### src/rtl/flash_poll_pkg.sv
package flash_poll_pkg;
  typedef enum logic [2:0] {
    ST_IDLE,
    ST_DP_RD,
    ST_DP_CHK,
    ST_TG_RD0,
    ST_TG_RD1,
    ST_PASS,
    ST_FAIL
  } poll_st_e;
endpackage

### src/rtl/flash_poll_eval.sv
module flash_poll_eval #(
  parameter int DATA_W  = 16,
  parameter int RDY_BIT = 7,
  parameter int TOG_BIT = 6,
  parameter int TMO_BIT = 5
) (
  input  logic [DATA_W-1:0] data_i,
  input  logic              exp_bit_i,
  input  logic              prev_tog_i,
  output logic              rdy_match_o,
  output logic              tog_same_o,
  output logic              tmo_o,
  output logic              tog_o
);
  logic unused_data;
  assign unused_data = ^data_i;

  assign rdy_match_o = data_i[RDY_BIT] == exp_bit_i;
  assign tog_o       = data_i[TOG_BIT];
  assign tog_same_o  = data_i[TOG_BIT] == prev_tog_i;
  assign tmo_o       = data_i[TMO_BIT];
endmodule

### src/rtl/flash_poll_addr.sv
module flash_poll_addr #(
  parameter int ADDR_W = 20
) (
  input  logic              clk_i,
  input  logic              rst_ni,
  input  logic              load_i,
  input  logic [ADDR_W-1:0] addr_i,
  output logic [ADDR_W-1:0] addr_o
);
  always_ff @(posedge clk_i or negedge rst_ni) begin
    if (!rst_ni)     addr_o <= '0;
    else if (load_i) addr_o <= addr_i;
  end
endmodule

### src/rtl/flash_poll_ctrl.sv
module flash_poll_ctrl
  import flash_poll_pkg::*;
#(
  parameter int DATA_W  = 16,
  parameter int ADDR_W  = 20,
  parameter int RDY_BIT = 7,
  parameter int TOG_BIT = 6,
  parameter int TMO_BIT = 5
) (
  input  logic              clk_i,
  input  logic              rst_ni,
  input  logic              start_i,
  input  logic              mode_i,
  input  logic [ADDR_W-1:0] addr_i,
  input  logic [DATA_W-1:0] exp_data_i,
  output logic              rd_req_o,
  output logic [ADDR_W-1:0] rd_addr_o,
  input  logic              rd_ack_i,
  input  logic [DATA_W-1:0] rd_data_i,
  output logic              busy_o,
  output logic              done_o,
  output logic              pass_o,
  output logic              fail_o,
  output logic              rst_cmd_o
);
  poll_st_e st_q, st_d;
  logic     exp_q, prev_q, rechk_q, rst_cmd_q;
  logic     load, rdy_match, tog_same, tmo, tog;
  logic     unused_exp;

  assign unused_exp = ^exp_data_i;

  flash_poll_eval #(
    .DATA_W(DATA_W), .RDY_BIT(RDY_BIT), .TOG_BIT(TOG_BIT), .TMO_BIT(TMO_BIT)
  ) u_eval (
    .data_i     (rd_data_i),
    .exp_bit_i  (exp_q),
    .prev_tog_i (prev_q),
    .rdy_match_o(rdy_match),
    .tog_same_o (tog_same),
    .tmo_o      (tmo),
    .tog_o      (tog)
  );

  flash_poll_addr #(.ADDR_W(ADDR_W)) u_addr (
    .clk_i (clk_i),
    .rst_ni(rst_ni),
    .load_i(load),
    .addr_i(addr_i),
    .addr_o(rd_addr_o)
  );

  assign busy_o   = !(st_q inside {ST_IDLE, ST_PASS, ST_FAIL});
  assign rd_req_o = busy_o;
  assign done_o   = st_q inside {ST_PASS, ST_FAIL};
  assign pass_o   = st_q == ST_PASS;
  assign fail_o   = st_q == ST_FAIL;
  assign rst_cmd_o = rst_cmd_q;
  assign load     = start_i && !busy_o;

  always_comb begin
    st_d = st_q;
    unique case (st_q)
      ST_IDLE, ST_PASS, ST_FAIL:
        if (start_i) st_d = mode_i ? ST_TG_RD0 : ST_DP_RD;
      ST_DP_RD:
        if (rd_ack_i) begin
          if (rdy_match) st_d = ST_PASS;
          else if (tmo)  st_d = ST_DP_CHK;
        end
      ST_DP_CHK:
        if (rd_ack_i) st_d = rdy_match ? ST_PASS : ST_FAIL;
      ST_TG_RD0:
        if (rd_ack_i) st_d = ST_TG_RD1;
      ST_TG_RD1:
        if (rd_ack_i) begin
          if (tog_same)     st_d = ST_PASS;
          else if (rechk_q) st_d = ST_FAIL;
          else if (tmo)     st_d = ST_TG_RD0;
        end
      default: st_d = ST_IDLE;
    endcase
  end

  always_ff @(posedge clk_i or negedge rst_ni) begin
    if (!rst_ni) begin
      st_q      <= ST_IDLE;
      exp_q     <= 1'b0;
      prev_q    <= 1'b0;
      rechk_q   <= 1'b0;
      rst_cmd_q <= 1'b0;
    end else begin
      st_q      <= st_d;
      rst_cmd_q <= (st_d == ST_FAIL) && (st_q != ST_FAIL);
      if (load) begin
        exp_q   <= exp_data_i[RDY_BIT];
        rechk_q <= 1'b0;
      end
      if (rd_ack_i && (st_q == ST_TG_RD0 || st_q == ST_TG_RD1)) prev_q <= tog;
      if (rd_ack_i && st_q == ST_TG_RD1 && !tog_same && tmo) rechk_q <= 1'b1;
    end
  end

  p_one_result_r8: assert property (@(posedge clk_i) disable iff (!rst_ni)
    done_o |-> (pass_o ^ fail_o));
  p_hold_result_r8: assert property (@(posedge clk_i) disable iff (!rst_ni)
    (done_o && !start_i) |=> (done_o && $stable(pass_o)));
  p_cmd_on_fail_r7: assert property (@(posedge clk_i) disable iff (!rst_ni)
    rst_cmd_o |-> fail_o);
  p_cmd_pulse_r7: assert property (@(posedge clk_i) disable iff (!rst_ni)
    rst_cmd_o |=> !rst_cmd_o);
  p_no_req_done_r2: assert property (@(posedge clk_i) disable iff (!rst_ni)
    done_o |-> !rd_req_o);
  p_req_held_r2: assert property (@(posedge clk_i) disable iff (!rst_ni)
    (rd_req_o && !rd_ack_i) |=> rd_req_o);
  p_addr_stable_r9: assert property (@(posedge clk_i) disable iff (!rst_ni)
    busy_o |=> (!busy_o || $stable(rd_addr_o)));
endmodule

### config.mk
export PLATFORM = sky130hd
export DESIGN_NAME = flash_poll_ctrl
export DESIGN_NICKNAME = d
export VERILOG_FILES = /design/src/rtl/flash_poll_pkg.sv /design/src/rtl/flash_poll_eval.sv /design/src/rtl/flash_poll_addr.sv /design/src/rtl/flash_poll_ctrl.sv
export SDC_FILE = /design/constraint.sdc
export NUM_CORES = 1
export LEC_CHECK = 0
export ABC_CLOCK_PERIOD_IN_PS = 4760
export BUFFER_PORTS_ARGS = -buffer_cell sky130_fd_sc_hd__buf_2
export CORE_MARGIN = 2
export CORE_UTILIZATION = 46
export DETAILED_ROUTE_END_ITERATION = 7
export GPL_TIMING_DRIVEN = 0
export PLACE_DENSITY = 0.92
export REMOVE_ABC_BUFFERS = 1
export SYNTH_ARGS = -nofsm -noshare
export SYNTH_HDL_FRONTEND = slang
export SYNTH_SLANG_ARGS = --single-unit
### constraint.sdc
create_clock -name clk_i -period 4.76 [get_ports clk_i]
set_input_delay 0.238 -clock clk_i [delete_from_list [all_inputs] [get_ports clk_i]]
set_output_delay 0.238 -clock clk_i [all_outputs]
set_load 0.1 [all_outputs]
==> flow_summary.toml, run 1 <==
[run_status]
status = "completed"

[placement]
place_hpwl_um = 2180
gp_congestion = 0.958
port_buffers = 54
dp_slack_ns = 2.61

[final_layout]
layout_commonest_cell = "buf_2"
layout_common_cells = "buf_2 (54), dfrtp_1 (27), mux2_4 (19)"
n_antenna_cell = 0
nFillCells = 212
syn_to_final_growth_pct = 22.3
nets = 212
drive_gt1_share_pct = 54.5

[timing]
fin_worst_skew_ns = 0.00620
rsz0062_at_grt = "false"
report.final.hold_viol_count = 0
worst_pin_slew_ns = 0.908
finalSetupTns_ns = 0
clock.fmax_mhz = 461
period_share_pct = 45.6
slew_viol_final = 0
period_needed_ns = 2.17
setup_violations = 0
max_slew_margin_pct = 39.2
setup_slack_ns = 2.59

[global_routing]
grt_pass1_wl_um = 4620
grt_use_total_pct = 17.6
grt-ovfl-total = 0
grt_max_degree = 28
grt_pass1_vias = 968
antenna_found_initial = 0

[critical_path]
cp_data_arrival_time_ns = 2.39
ff2ff_setup_slack_ns = 2.59
r2r.worst_path.cells = 4
slowest_stage = "o21ai_4"
critPathRequiredTime_ns = 4.98
path_delay_family = "compound AO/OA/AOI/OAI gates"
worstPathCellList = "nand2b_2 -> nor3b_4 -> o21ai_4 -> mux2_1"
worstSetupEndpoint = "exp_q$_DFFE_PN0P_"
path_class = "flop to flop"
end_kind = "flop"
max_stage_delay_ns = 0.72
r2r_start = "st_q[2]$_DFF_PN0_"
rr_endpoint = "exp_q$_DFFE_PN0P_"
path_depth = 4
startpoint = "st_q[2]$_DFF_PN0_"
critical_path.max_fanout = 22
crit_buf_inv = 0
start_kind = "flop"

[run]
maxCapViolCount = 0

[floorplan]
die-area_um2 = 3420
core_um2 = 2780
rows = 19
die_y_um = 58.5
design.portCount = 83
start_util_pct = 49.1
fp.dieW_um = 58.5

[drt]
vias = 1001
drt_first_pass_iters = 4
routedWlPerCell_um = 15.3
viasPerCell = 5.41
drt-initial-drc-count = 34
drt_wl_total_um = 2840
ant_nets = 0
drc = 0

[clocking]
cts_buffer_depth = 2
clkTransAtPathRegs_ns = 0.14
cts_sinks = 27
cts_resized = 0
cts_root_buf = "clkbuf_4"
cts-buffers-inserted = 3
postCtsSetupBuffers = 0
cts_tree = "yes"
worst_skew_pair.late_latency_ns = 0.32
ctsHoldBuffers = 1
htreeDepth = 1

[synth]
syn_area_um2 = 1370
yosysWarnings = 0
synth-seq-cells = 27
netlist_instances = 101
ys_seq_area_share_pct = 49.5
ys_types = 40
syn_avg_cell_area_um2 = 13.5

[min_path]
hold_path_class = "input pin to flop"
-- layout make-up --
cell class | instances | area [µm²] | share of cell area, %
Sequential cell | 27 | 676 | 40.4
Tap cell | 31 | 38.8 | 2.32
Clock inverter | 1 | 5.00 | 0.300
Clock buffer | 3 | 22.5 | 1.35
Multi-Input combinational cell | 66 | 641 | 38.4
Inverter | 2 | 7.51 | 0.449
Timing Repair Buffer | 55 | 280 | 16.8
-- flip-flops by register name, indices dropped and copies added (netlist names) --
signal,flops
prev_q,1
rst_cmd_o,1
exp_q,1
rechk_q,1
st_q,3
u_addr.addr_o,20
-- through the flow --
stage               cell area (µm²)  hold slack, ns  utilization (%)  std cells
CTS                            1670           0.106             60.1        185
detailed placement             1630           0.261             58.7        180
global route                   1670           0.112             60.1        185
global placement               1630           0.253             58.7        180
finish                         1670           0.118             60.1        185
floorplan                      1320         -0.0576                -         95
-- worst min-delay path by stage --
stage,from,endpoint,cells past startpoint
floorplan,rst_ni,exp_q$_DFFE_PN0P_,0
global placement,rst_ni,u_addr.addr_o[17]$_DFFE_PN0P_,1
detailed placement,rst_ni,u_addr.addr_o[7]$_DFFE_PN0P_,1
CTS,addr_i[19],u_addr.addr_o[19]$_DFFE_PN0P_,2
global route,addr_i[19],u_addr.addr_o[19]$_DFFE_PN0P_,2
finish,addr_i[19],u_addr.addr_o[19]$_DFFE_PN0P_,2
-- Yosys cell counts (all sizes together) --
| cell type | number | area (µm²) |
|---|---|---|
| o32ai | 1 | 8.76 |
| o21ai | 3 | 26.3 |
| a22oi | 1 | 7.51 |
| clkbuf | 2 | 7.51 |
| mux2 | 22 | 319 |
| and2 | 2 | 15.0 |
| xor2 | 2 | 17.5 |
| a21oi | 3 | 15.0 |
| inv | 2 | 7.51 |
| nand2 | 3 | 11.3 |
| a2111oi | 1 | 8.76 |
| and4b | 1 | 10.0 |
| or2 | 2 | 12.5 |
| o31ai | 1 | 7.51 |
| nor4 | 1 | 6.26 |
| o21bai | 2 | 15.0 |
| nor2 | 3 | 11.3 |
| dfrtp | 27 | 676 |
| o21a | 1 | 7.51 |
| o22ai | 1 | 6.26 |
| nor2b | 3 | 26.3 |
| nand3 | 1 | 5.00 |
| o211ai | 1 | 7.51 |
| o221ai | 1 | 8.76 |
| buf | 4 | 35.0 |
| a211o | 3 | 26.3 |
| a31oi | 1 | 6.26 |
| nor3b | 2 | 26.3 |
| nand2b | 3 | 21.3 |
| a211oi | 1 | 7.51 |
-- layer usage --
metal	wire [µm]	GRT usage [%]	part of all wire [%]
met5	0	0	0
met3	206	5.27	7.3
met1	1080	22.7	38
met2	1540	30.2	54
met4	11	2.33	0.39
-- worst register-to-register path, delay by kind of cell, from the launching register on --
family             cells  cell delay [ns]
and+or+nand+nor        2             0.46
DFF                    1             0.50
muxes                  1             0.40
AOI/OAI and AO/OA      1             0.72
-- cell families after synthesis --
kind of cell	share of synthesized area, %
AND/OR/NAND/NOR	10.6
AO/OA/AOI/OAI	11.6
multiplexers	23.4
buffers and inverters	3.66
XOR/XNOR	1.28
flip-flops	49.5
Power of run 1 is left out: the tool's default activity adds up to more than one toggle a clock period on the data nets, which glitch-free logic cannot reach.
==> inputs of run 2 (changes only) <==
- ABC_CLOCK_PERIOD_IN_PS: 4760 -> 2100
- CORE_UTILIZATION: 46 -> 42
- PLACE_DENSITY: 0.92 -> 0.85
- clock period: 4.76 -> 2.1 ns (I/O delays scaled with it)
==> run 2 against run 1 <==
Compared with the run above: flip-flop and latch count is the same; clock skew rose by 0.0085 ns; hold slack got worse by 0.10 ns; setup slack lost 2.5 ns; via count is 6.0% higher; cell count grew 18%; non-clock buffer count up 20; sequential share of layout area fell by 5.0 points; die area grew 8.9%; global-route usage is 0.25 points lower; largest cell class unchanged.
==> flow_summary.toml, run 2 (synthesis results as in run 1) <==
[clocking]
htreeDepth = 1
postCtsSetupBuffers = 0
clkTransAtPathRegs_ns = 0.13
cts-buffers-inserted = 3
cts_tree = "yes"
cts_sinks = 27
worst_skew_pair.late_latency_ns = 0.32
cts_buffer_depth = 2
cts_root_buf = "clkbuf_4"

[final_layout]
top_register = "u_addr.addr_o"
drive_gt1_share_pct = 48.6
syn_to_final_growth_pct = 39.5
layout_common_cells = "buf_2 (54), dfrtp_1 (27), dlygate4sd3_1 (21)"
multiInputGateArea_um2 = 657
nFillCells = 236
n_antenna_cell = 0
nets = 233
largest_registers = "u_addr.addr_o: 20 flops, st_q: 3 flops"
largest_reg_flops = 20
seq_area_um2 = 676
layout_commonest_cell = "buf_2"

[placement]
port_buffers = 54
place_hpwl_um = 1870
gp_congestion = 0.803

[timing]
whs_ns = 0.0181
clock.fmax_mhz = 502
slew_viol_final = 0
period_share_pct = 94.9
max_slew_margin_pct = 59.7
report.final.hold_viol_count = 0
fin_worst_skew_ns = 0.0147
period_needed_ns = 1.99
rsz0062_at_grt = "true"
worst_pin_slew_ns = 0.604
setup_violations = 0

[critical_path]
end_kind = "output port"
cp_data_arrival_time_ns = 1.89
ff2ff_setup_slack_ns = 0.19
start_kind = "flop"
critical_path.max_fanout = 10
critPathRequiredTime_ns = 2.00
path_class = "flop to output port"

[floorplan]
die-area_um2 = 3730
die_y_um = 61.0
fp.dieW_um = 61.0
start_util_pct = 44.4
design.portCount = 83
rows = 20
core_um2 = 3080

[global_routing]
grt_max_degree = 28
grt-ovfl-total = 0
grt_use_total_pct = 17.4
antenna_found_initial = 0
grt_pass1_vias = 960
grt_pass1_wl_um = 4650

[drt]
drc = 0
viasPerCell = 4.84
drt_first_pass_iters = 4
ant_nets = 0
drt_wl_total_um = 3100
drt-initial-drc-count = 46
routedWlPerCell_um = 14.2
vias = 1061

[run_status]
status = "completed"

[min_path]
hold_path_class = "input pin to flop"

[run]
maxCapViolCount = 0
## run 2: cell count changes in the layout (fill, tap and decap cells not counted)
cell,before,now
dlygate4sd3_1,1,21
clkinv_2,1,0
clkinvlp_4,0,1
o21ai_4,1,2
## run 2: per-stage QoR
stage | area [µm²] | setup slack (ns) | setup TNS (ns) | instances | utilization [%]
after floorplan | 1320 | -1.39 | -2.85 | 95 | -
after global placement | 1650 | -0.0210 | -0.0391 | 193 | 53.6
after detailed placement | 1650 | -0.0698 | -0.844 | 193 | 53.6
after CTS | 1840 | 0.0454 | 0 | 213 | 59.7
after global routing | 1910 | -0.0157 | -0.0309 | 219 | 61.9
final | 1910 | 0.107 | 0 | 219 | 61.9
## run 2: critical path, stage by stage, from the launching register on
cell and delay, ns:
dfrtp_1 0.52, nor2b_4 0.29, and2_4 0.24, or2_2 0.12
buf_2 0.41
## run 2: final timing paths
| path | from | endpoint | depth (start not counted) |
|---|---|---|---|
| setup / recovery | st_q[2]$_DFF_PN0_ | done_o | 4 |
| hold reg to reg | u_addr.addr_o[3]$_DFFE_PN0P_ | u_addr.addr_o[3]$_DFFE_PN0P_ | 1 |
| hold / removal | addr_i[3] | u_addr.addr_o[3]$_DFFE_PN0P_ | 2 |
| max in group asynchronous | rst_ni | u_addr.addr_o[12]$_DFFE_PN0P_ | 2 |
| setup reg to reg | st_q[2]$_DFF_PN0_ | u_addr.addr_o[19]$_DFFE_PN0P_ | 4 |
| min in group asynchronous | rst_ni | u_addr.addr_o[2]$_DFFE_PN0P_ | 2 |
## run 2: cell type report
type | count | area share (%)
Multi-Input combinational cell | 67 | 34.5
Inverter | 2 | 0.394
Tap cell | 44 | 2.89
Timing Repair Buffer | 75 | 25.2
Clock inverter | 1 | 0.394
Clock buffer | 3 | 1.18
Sequential cell | 27 | 35.5
## run 2: repair_timing
action                     CTS  global route
resized for setup            0             1
hold endpoints to repair    41             6
setup endpoints to repair   21            12
gates cloned                 1             0
hold buffers                15             6
pin swaps                    1             0
## run 2: metal layers
layer,up-vias,track usage (%),wire [µm]
met5,-,0,0
met4,0,3.73,23
met3,5,4.20,222
met2,58,28.4,1480
met1,486,23.6,1380
li1,512,-,-
Power of run 2 is left out for the same reason.
==> inputs of run 3 (changes only) <==
- CORE_MARGIN: 2 -> default
- CORE_UTILIZATION: 42 -> 44
- CTS_BUF_LIST: default -> sky130_fd_sc_hd__clkbuf_4
- PLACE_DENSITY: 0.85 -> 0.88
==> run 3 against run 2 <==
Compared with the run above: the flow now finishes with violations (DRC); core utilization up 0.37 points; flip-flop and latch count unchanged; via count down 2.0%; maximum frequency down 0.24%; hold slack worse by 0.0076 ns; die area down 11%; sequential share of layout area up 2.6 points; cell area down 6.8%; clock skew down 0.0094 ns; count of clock-buffer cells in the layout unchanged.
==> flow_summary.toml, run 3 (synthesis results as in run 1) <==
[final_layout]
top_register = "u_addr.addr_o"
nets = 222
layout_commonest_cell = "buf_2"
largest_reg_flops = 20
nFillCells = 233
drive_gt1_share_pct = 51.8
syn_to_final_growth_pct = 30.0
largest_registers = "u_addr.addr_o: 20 flops, st_q: 3 flops"
n_antenna_cell = 0
layout_common_cells = "buf_2 (54), dfrtp_1 (27), mux2_4 (19)"

[drt]
routedWlPerCell_um = 14.9
ant_nets = 0
drt_wl_total_um = 2900
drt-initial-drc-count = 66
vias = 1040
drc = 3
drt_first_pass_iters = 6
viasPerCell = 5.33

[global_routing]
grt-ovfl-total = 0
grt_use_total_pct = 17.8
antenna_found_initial = 0
grt_pass1_wl_um = 4470
grt_pass1_vias = 991
grt_max_degree = 28

[critical_path]
end_kind = "output port"
r2r_start = "st_q[2]$_DFF_PN0_"
critPathRequiredTime_ns = 2.00
cp_data_arrival_time_ns = 1.89
r2r.worst_path.cells = 4
rr_endpoint = "u_addr.addr_o[19]$_DFFE_PN0P_"
path_class = "flop to output port"
start_kind = "flop"
critical_path.max_fanout = 10
ff2ff_setup_slack_ns = 0.19

[floorplan]
core_um2 = 2850
fp.dieW_um = 57.7
rows = 19
start_util_pct = 47.9
design.portCount = 83
die-area_um2 = 3330
die_y_um = 57.7

[timing]
worst_pin_slew_ns = 0.581
slew_viol_final = 0
period_share_pct = 95.1
report.final.hold_viol_count = 0
period_needed_ns = 2.00
setup_slack_ns = 0.103
max_slew_margin_pct = 61.3
clock.fmax_mhz = 501
rsz0062_at_grt = "false"
fin_worst_skew_ns = 0.00533
setup_violations = 0

[min_path]
min-delay-start = "addr_i[9]"
hold_depth = 2
min_to = "u_addr.addr_o[9]$_DFFE_PN0P_"
hold_path_class = "input pin to flop"

[clocking]
clkTransAtPathRegs_ns = 0.14
cts_sinks = 27
cts_root_buf = "clkbuf_4"
cts-buffers-inserted = 3
cts_tree = "yes"
worst_skew_pair.late_latency_ns = 0.31
htreeDepth = 1
cts_buffer_depth = 2

[placement]
gp_congestion = 0.803
place_hpwl_um = 1870
port_buffers = 54
dp_slack_ns = -0.0739

[run]
maxCapViolCount = 0

[run_status]
violations = "DRC"
status = "finished, violations left"
[run 3: routing by layer]
metal / vias up / routed length, µm / part of all wire, % / GRT usage (%)
met1: 490 / 1300 / 45 / 25.3
met5: - / 0 / 0 / 0
li1: 493 / - / - / -
met3: 4 / 165 / 5.7 / 2.23
met4: 0 / 32 / 1.1 / 6.80
met2: 53 / 1400 / 48 / 28.1
[run 3: repair_timing]
action,4_1_cts,5_1_grt
gates resized for setup,0,1
pin swaps,1,0
buffers inserted,0,0
setup endpoints to repair,21,10
hold endpoints to repair,29,7
hold buffers,3,7
gates cloned,1,0
[run 3: area by class of cell]
cell class | count | area [µm²] | share of cell area, %
clock buffer | 3 | 22.5 | 1.27
inverter | 2 | 7.51 | 0.423
clock inverter | 1 | 5.00 | 0.282
tap | 31 | 38.8 | 2.18
timing repair buffer | 64 | 370 | 20.8
sequential | 27 | 676 | 38.0
multi-input combinational | 67 | 657 | 37.0
[run 3: worst max-delay path: stages (launching register included)]
cell and delay [ns]:
dfrtp_1 0.53, nor2b_4 0.29, and2_4 0.23, or2_2 0.12, buf_2 0.41
[run 3: worst max path at each step]
stage,startpoint,endpoint,slack (ns)
4_1_cts,st_q[2]$_DFF_PN0_,u_addr.addr_o[12]$_DFFE_PN0P_,0.009
3_3_place_gp,st_q[2]$_DFF_PN0_,exp_q$_DFFE_PN0P_,-0.02
5_1_grt,st_q[2]$_DFF_PN0_,rd_req_o,0.009
3_5_place_dp,st_q[2]$_DFF_PN0_,u_addr.addr_o[19]$_DFFE_PN0P_,-0.07
2_1_floorplan,st_q[2]$_DFF_PN0_,busy_o,-1.39
6_report,st_q[2]$_DFF_PN0_,done_o,0.10
[run 3: through the flow]
stage	hold slack [ns]	std cells	instance area (µm²)	utilization (%)	setup TNS, ns
after global routing	0.00386	195	1780	62.3	0
after detailed placement	0.142	180	1630	57.2	-0.846
after CTS	0.00141	188	1700	59.6	0
after floorplan	-0.191	95	1320	-	-2.85
final	0.0105	195	1780	62.3	0
after global placement	0.120	180	1630	57.2	-0.0339
Power of run 3 is left out for the same reason.
